## config.mk

```make
export PLATFORM = sky130hd
export DESIGN_NAME = rstseq_top
export DESIGN_NICKNAME = d
export VERILOG_FILES = /design/src/rtl/rstseq_pkg.sv /design/src/rtl/rstseq_sync.sv /design/src/rtl/rstseq_fsm.sv /design/src/rtl/rstseq_pin.sv /design/src/rtl/rstseq_top.sv
export SDC_FILE = /design/constraint.sdc
export NUM_CORES = 1
export LEC_CHECK = 0
export BUFFER_PORTS_ARGS = -buffer_cell sky130_fd_sc_hd__buf_4
export CAP_MARGIN = 5
export CORE_AREA = 3 3 40 42
export DETAILED_ROUTE_END_ITERATION = 12
export DIE_AREA = 0 0 43 45
export GPL_TIMING_DRIVEN = 0
export PLACE_DENSITY_LB_ADDON = 0.3
export SLEW_MARGIN = 0
export SYNTH_ARGS = -nofsm -noshare
export SYNTH_HDL_FRONTEND = slang
export SYNTH_HIERARCHICAL = 1
export SYNTH_SLANG_ARGS = --single-unit
export TNS_END_PERCENT = 5
```

## constraint.sdc

```tcl
create_clock -name clk -period 0.9 [get_ports clk]
set_input_delay 0.135 -clock clk [delete_from_list [all_inputs] [get_ports clk]]
set_output_delay 0.135 -clock clk [all_outputs]
set_load 0.005 [all_outputs]
```

## src/rtl/rstseq_pkg.sv

```systemverilog
`timescale 1ns/1ps
package rstseq_pkg;

    localparam int unsigned HOLD_CYCLES_DEF = 32;
    localparam int unsigned SYNC_STAGES_DEF = 2;
    localparam int unsigned NUM_SOURCES     = 2;
    localparam int unsigned SRC_POR         = 0;
    localparam int unsigned SRC_HARD        = 1;

    typedef enum logic [1:0] {
        ST_IDLE  = 2'd0,
        ST_DRIVE = 2'd1,
        ST_GUARD = 2'd2
    } seq_state_e;

    typedef enum logic {
        FLOW_POR  = 1'b0,
        FLOW_HARD = 1'b1
    } flow_kind_e;

    typedef struct packed {
        logic hard;
        logic por;
    } req_t;

    function automatic int unsigned cnt_width(input int unsigned hold);
        return $clog2(hold) + 1;
    endfunction

endpackage

```

## src/rtl/rstseq_sync.sv

```systemverilog
`timescale 1ns/1ps
module rstseq_sync #(
    parameter int unsigned STAGES = 2
) (
    input  logic clk,
    input  logic set_a,
    output logic req_s
);
    logic [STAGES-1:0] stg;

    always_ff @(posedge clk or posedge set_a) begin
        if (set_a) begin
            stg <= '1;
        end else begin
            stg <= {stg[STAGES-2:0], 1'b0};
        end
    end

    assign req_s = stg[STAGES-1];
endmodule

```

## src/rtl/rstseq_fsm.sv

```systemverilog
`timescale 1ns/1ps
module rstseq_fsm
    import rstseq_pkg::*;
#(
    parameter int unsigned HOLD_CYCLES = HOLD_CYCLES_DEF
) (
    input  logic       clk,
    input  req_t       req,
    output logic       drive,
    output logic       guard,
    output flow_kind_e kind
);
    localparam int unsigned CNT_W = cnt_width(HOLD_CYCLES);
    localparam logic [CNT_W-1:0] CNT_LAST = CNT_W'(HOLD_CYCLES - 1);

    seq_state_e       state;
    logic [CNT_W-1:0] cnt;

    always_ff @(posedge clk) begin
        if (req.por) begin
            state <= ST_DRIVE;
            cnt   <= '0;
            kind  <= FLOW_POR;
        end else begin
            case (state)
                ST_IDLE: begin
                    if (req.hard) begin
                        state <= ST_DRIVE;
                        cnt   <= '0;
                        kind  <= FLOW_HARD;
                    end
                end
                ST_DRIVE: begin
                    if (cnt == CNT_LAST) begin
                        state <= ST_GUARD;
                        cnt   <= '0;
                    end else begin
                        cnt <= cnt + 1'b1;
                    end
                end
                ST_GUARD: state <= ST_IDLE;
                default:  state <= ST_IDLE;
            endcase
        end
    end

    assign drive = (state == ST_DRIVE);
    assign guard = (state == ST_GUARD);

    AST_GUARD_LEADS_IDLE: assert property (@(posedge clk) disable iff (req.por)
        guard |=> !guard && !drive || req.hard) else $error("guard too long");
endmodule

```

## src/rtl/rstseq_pin.sv

```systemverilog
`timescale 1ns/1ps
module rstseq_pin (
    input  logic drive,
    input  logic guard,
    input  logic pin_in,
    output logic pin_oe,
    output logic ext_set
);
    logic monitor_on;

    assign monitor_on = !drive && !guard;
    assign pin_oe     = drive;
    assign ext_set    = monitor_on && !pin_in;
endmodule

```

## src/rtl/rstseq_top.sv

```systemverilog
`timescale 1ns/1ps
module rstseq_top
    import rstseq_pkg::*;
#(
    parameter int unsigned HOLD_CYCLES = HOLD_CYCLES_DEF,
    parameter int unsigned SYNC_STAGES = SYNC_STAGES_DEF
) (
    input  logic clk,
    input  logic por_in,
    input  logic hrst_pin_in,
    output logic hrst_pin_oe,
    output logic dev_rst,
    output logic flow_kind
);
    logic [NUM_SOURCES-1:0] set_vec;
    logic [NUM_SOURCES-1:0] req_vec;
    req_t       req;
    logic       drive;
    logic       guard;
    logic       ext_set;
    flow_kind_e kind;

    assign set_vec[SRC_POR]  = por_in;
    assign set_vec[SRC_HARD] = ext_set;

    for (genvar g = 0; g < NUM_SOURCES; g++) begin : g_sync
        rstseq_sync #(.STAGES(SYNC_STAGES)) u_sync (
            .clk   (clk),
            .set_a (set_vec[g]),
            .req_s (req_vec[g])
        );
    end

    assign req.por  = req_vec[SRC_POR];
    assign req.hard = req_vec[SRC_HARD];

    rstseq_fsm #(.HOLD_CYCLES(HOLD_CYCLES)) u_fsm (
        .clk   (clk),
        .req   (req),
        .drive (drive),
        .guard (guard),
        .kind  (kind)
    );

    rstseq_pin u_pin (
        .drive   (drive),
        .guard   (guard),
        .pin_in  (hrst_pin_in),
        .pin_oe  (hrst_pin_oe),
        .ext_set (ext_set)
    );

    assign dev_rst   = req.por || req.hard || drive;
    assign flow_kind = kind;

    logic [15:0] run_len;
    always_ff @(posedge clk) begin
        if (!hrst_pin_oe) begin
            run_len <= '0;
        end else if (run_len != 16'hFFFF) begin
            run_len <= run_len + 16'd1;
        end
    end

    AST_HOLD_WIDTH: assert property (@(posedge clk) disable iff (por_in || req.por)
        $fell(hrst_pin_oe) |-> run_len >= 16'(HOLD_CYCLES)) else $error("short drive");
    AST_POR_TAKES_PIN: assert property (@(posedge clk) disable iff (por_in)
        req.por |=> hrst_pin_oe && flow_kind == FLOW_POR) else $error("por lost");
    AST_KIND_ONLY_AT_START: assert property (@(posedge clk) disable iff (por_in || req.por)
        !$stable(flow_kind) |-> hrst_pin_oe) else $error("kind moved");
    AST_NO_SELF_DETECT: assert property (@(posedge clk) disable iff (por_in || req.por)
        $fell(hrst_pin_oe) |-> !req.hard) else $error("self detect");
    AST_QUIET_AFTER_RELEASE: assert property (@(posedge clk) disable iff (por_in || req.por)
        $fell(hrst_pin_oe) |=> !hrst_pin_oe) else $error("re-drive in guard");
endmodule

```

==> impl_metrics.toml <==
[outcome]
status = "complete, but fails checks"
violations = "negative setup slack"

[floorplanning]
coreArea_um2 = 1285
ios = 6
initial_core_util_pct = 45.76
die-area_um2 = 1935
row_count = 13
dieWidth_um = 43
dieHeight_um = 45

[place]
dp_cells = 81
dp_hpwl_um = 764.7
placed_cell_area_um2 = 674.4
io_buffers = 5
gp_congestion = 0.7817

[worst_setup_path]
reg2reg_slack_ns = -0.38
arrival_ns = 1.25
critPathLaunch = "u_fsm/state[1]"
critPathRequiredTime_ns = 0.76
timing.rr.end = "u_fsm/cnt[4]"
critPathCaptureType = "output port"
endpoint = "dev_rst"
reg2regPathDepth = 4
rr_startpoint = "u_fsm/state[1]"
path_class = "register to output port"
worstPathMaxFanout = 5
critPathLaunchType = "register"

[timing]
max_freq_mhz = 722.7
slew_violations = 0
worst_slack_ns = -0.4837
fin_worst_skew_ns = 0.008365
hold_viol = 0
fin_crit_ns = 1.384
rsz0062_at_grt = "yes"
setup_viol = 10
fin_crit_sh_pct = 153.7

[logic_synthesis]
synth_edf_count = 0
synth_cells = 61
ys_ff_latch = 13
ys_seq_area_share_pct = 48.51
synth.cell_area_um2 = 588.1
ys_warn_count = 6
synth.net_count = 65
synthFlopType = "dfxtp_1"
async_flop_share_pct = 30.77
syn_area_per_cell_um2 = 9.640
synthDistinctLibCells = 33

[layout]
seqCellArea_um2 = 305.3
layout.cells.most_common = "buf_4"
diodes = 0
multiInputGateArea_um2 = 324.1
final_cell_mix = "buf_4 (10), inv_1 (5), dfxtp_4 (5)"
final_core_utilization_pct = 63.78
drive_gt1_share_pct = 53.25
syn2layout_area_growth_pct = 39.36
finalNetCount = 82
fin_area_um2 = 819.5
final_cells = 92
nFillCells = 101

[grt]
grt_usage_pct = 13.77
antenna_found_initial = 0
overflow = 0
grt_pass1_vias = 435
grt_max_degree = 10
grt_pass1_wl_um = 1973

[hold_path]
hp-class = "register to register"

[routing]
vias_per_cell = 5.402
route.detailed.drc = 0
dr.pass1.iters = 4
wl_per_cell_um = 14.36
via_count = 497
first_iter_violations = 3
routed_wl_um = 1321
drt.antenna.violating_nets = 0

[clocking]
insertion_delay_ns = 0.27
clk_pin_slew_ns = 0.08
cts_buffers = 3
cts.path.max_buffers = 2
cts_sinks = 13
h-tree-depth = 1
tritoncts = "done"
cts_root_buffer = "clkbuf_4"

[power]
total_power_w = 0.001040
powerDensity_nw_per_um2 = 1269
p_leak_nw = 0.3222
vdd_drop_max_mv = 1.120

[run]
cap_viol_max_count = 0
[metal layers]
| layer | vias up | share of wire [%] | GRT usage, % |
|---|---|---|---|
| li1 | 245 | - | - |
| met1 | 238 | 44 | 17.04 |
| met2 | 12 | 51 | 22.16 |
| met3 | 2 | 4.2 | 5.976 |
| met4 | 0 | 0.83 | 3.614 |
| met5 | - | 0 | 0 |
[final cells by class]
type / instances / area share [%]
Tap cell: 15 / 2.290
Inverter: 6 / 3.359
Sequential cell: 13 / 37.25
Multi-Input combinational cell: 40 / 39.54
Timing Repair Buffer: 12 / 12.06
Clock buffer: 4 / 3.206
Buffer: 2 / 2.290
[worst min path at each step]
stage                                  from                 endpoint  slack (ns)  depth (start not counted)
floorplan                            por_in  g_sync[0].u_sync/stg[0]        0.05                          1
global placement                     por_in  g_sync[0].u_sync/stg[1]        0.17                          2
detailed placement                   por_in  g_sync[0].u_sync/stg[0]        0.18                          2
CTS                 g_sync[0].u_sync/stg[0]  g_sync[0].u_sync/stg[1]        0.35                          0
global route        g_sync[0].u_sync/stg[0]  g_sync[0].u_sync/stg[1]        0.36                          0
finish              g_sync[0].u_sync/stg[0]  g_sync[0].u_sync/stg[1]        0.35                          0
[cell families (layout without fill, tap and decap cells)]
group,count (synthesis),in the layout,share of synthesized area [%]
and+or+nand+nor,24,24,24.90
AOI/OAI and AO/OA,13,13,16.17
DFF,13,13,48.51
buffers and inverters,8,24,7.021
other,2,2,1.277
adders and majority gates,1,1,2.127
[where the power goes]
group,internal [W],switching (W)
registers,0.000599,0.0000287
clock network,0.000172,0.000178
logic,0.0000366,0.0000261
total,0.000807,0.000233
[cells in the mapped netlist (2+ instances only)]
cell type	number	area, um2
inv_1	5	18.77
conb_1	2	7.510
dfxtp_1	9	180.2
dfstp_2	4	105.1
nand2_1	2	7.510
o21ai_0	3	15.01
a21oi_1	2	10.01
nor2_1	3	11.26
o2111ai_1	2	17.52
nand3_1	6	30.03
[timing repair]
| action | CTS | global route |
|---|---|---|
| hold buffers | 2 | 0 |
| gates resized for setup | 12 | 7 |
| pin swaps | 3 | 0 |
| endpoints found under the setup margin | 10 | 10 |
| setup buffers | 2 | 3 |
| endpoints found under the hold margin | 4 | 0 |
[metrics by stage]
stage,setup slack [ns],hold WS (ns),setup TNS [ns]
after floorplan,-0.2566,0.04650,-0.9972
after global placement,-0.3243,0.1663,-1.936
after detailed placement,-0.3303,0.1772,-1.941
after CTS,-0.4864,0.3537,-2.285
after global routing,-0.5283,0.3648,-3.012
final,-0.4837,0.3470,-2.559
[registers in the layout (all words and copies together), names as in the netlist]
name and flops:
u_fsm/cnt 6, u_fsm/state 2, g_sync.u_sync/stg 4, u_fsm/kind 1
[critical path, cell delays in order, from the launching register on]
cell and delay [ns]:
dfxtp_2 0.34, nand2b_4 0.15, inv_6 0.05, or3_4 0.32
buf_6 0.12
Power figures use the tool's default switching activity.
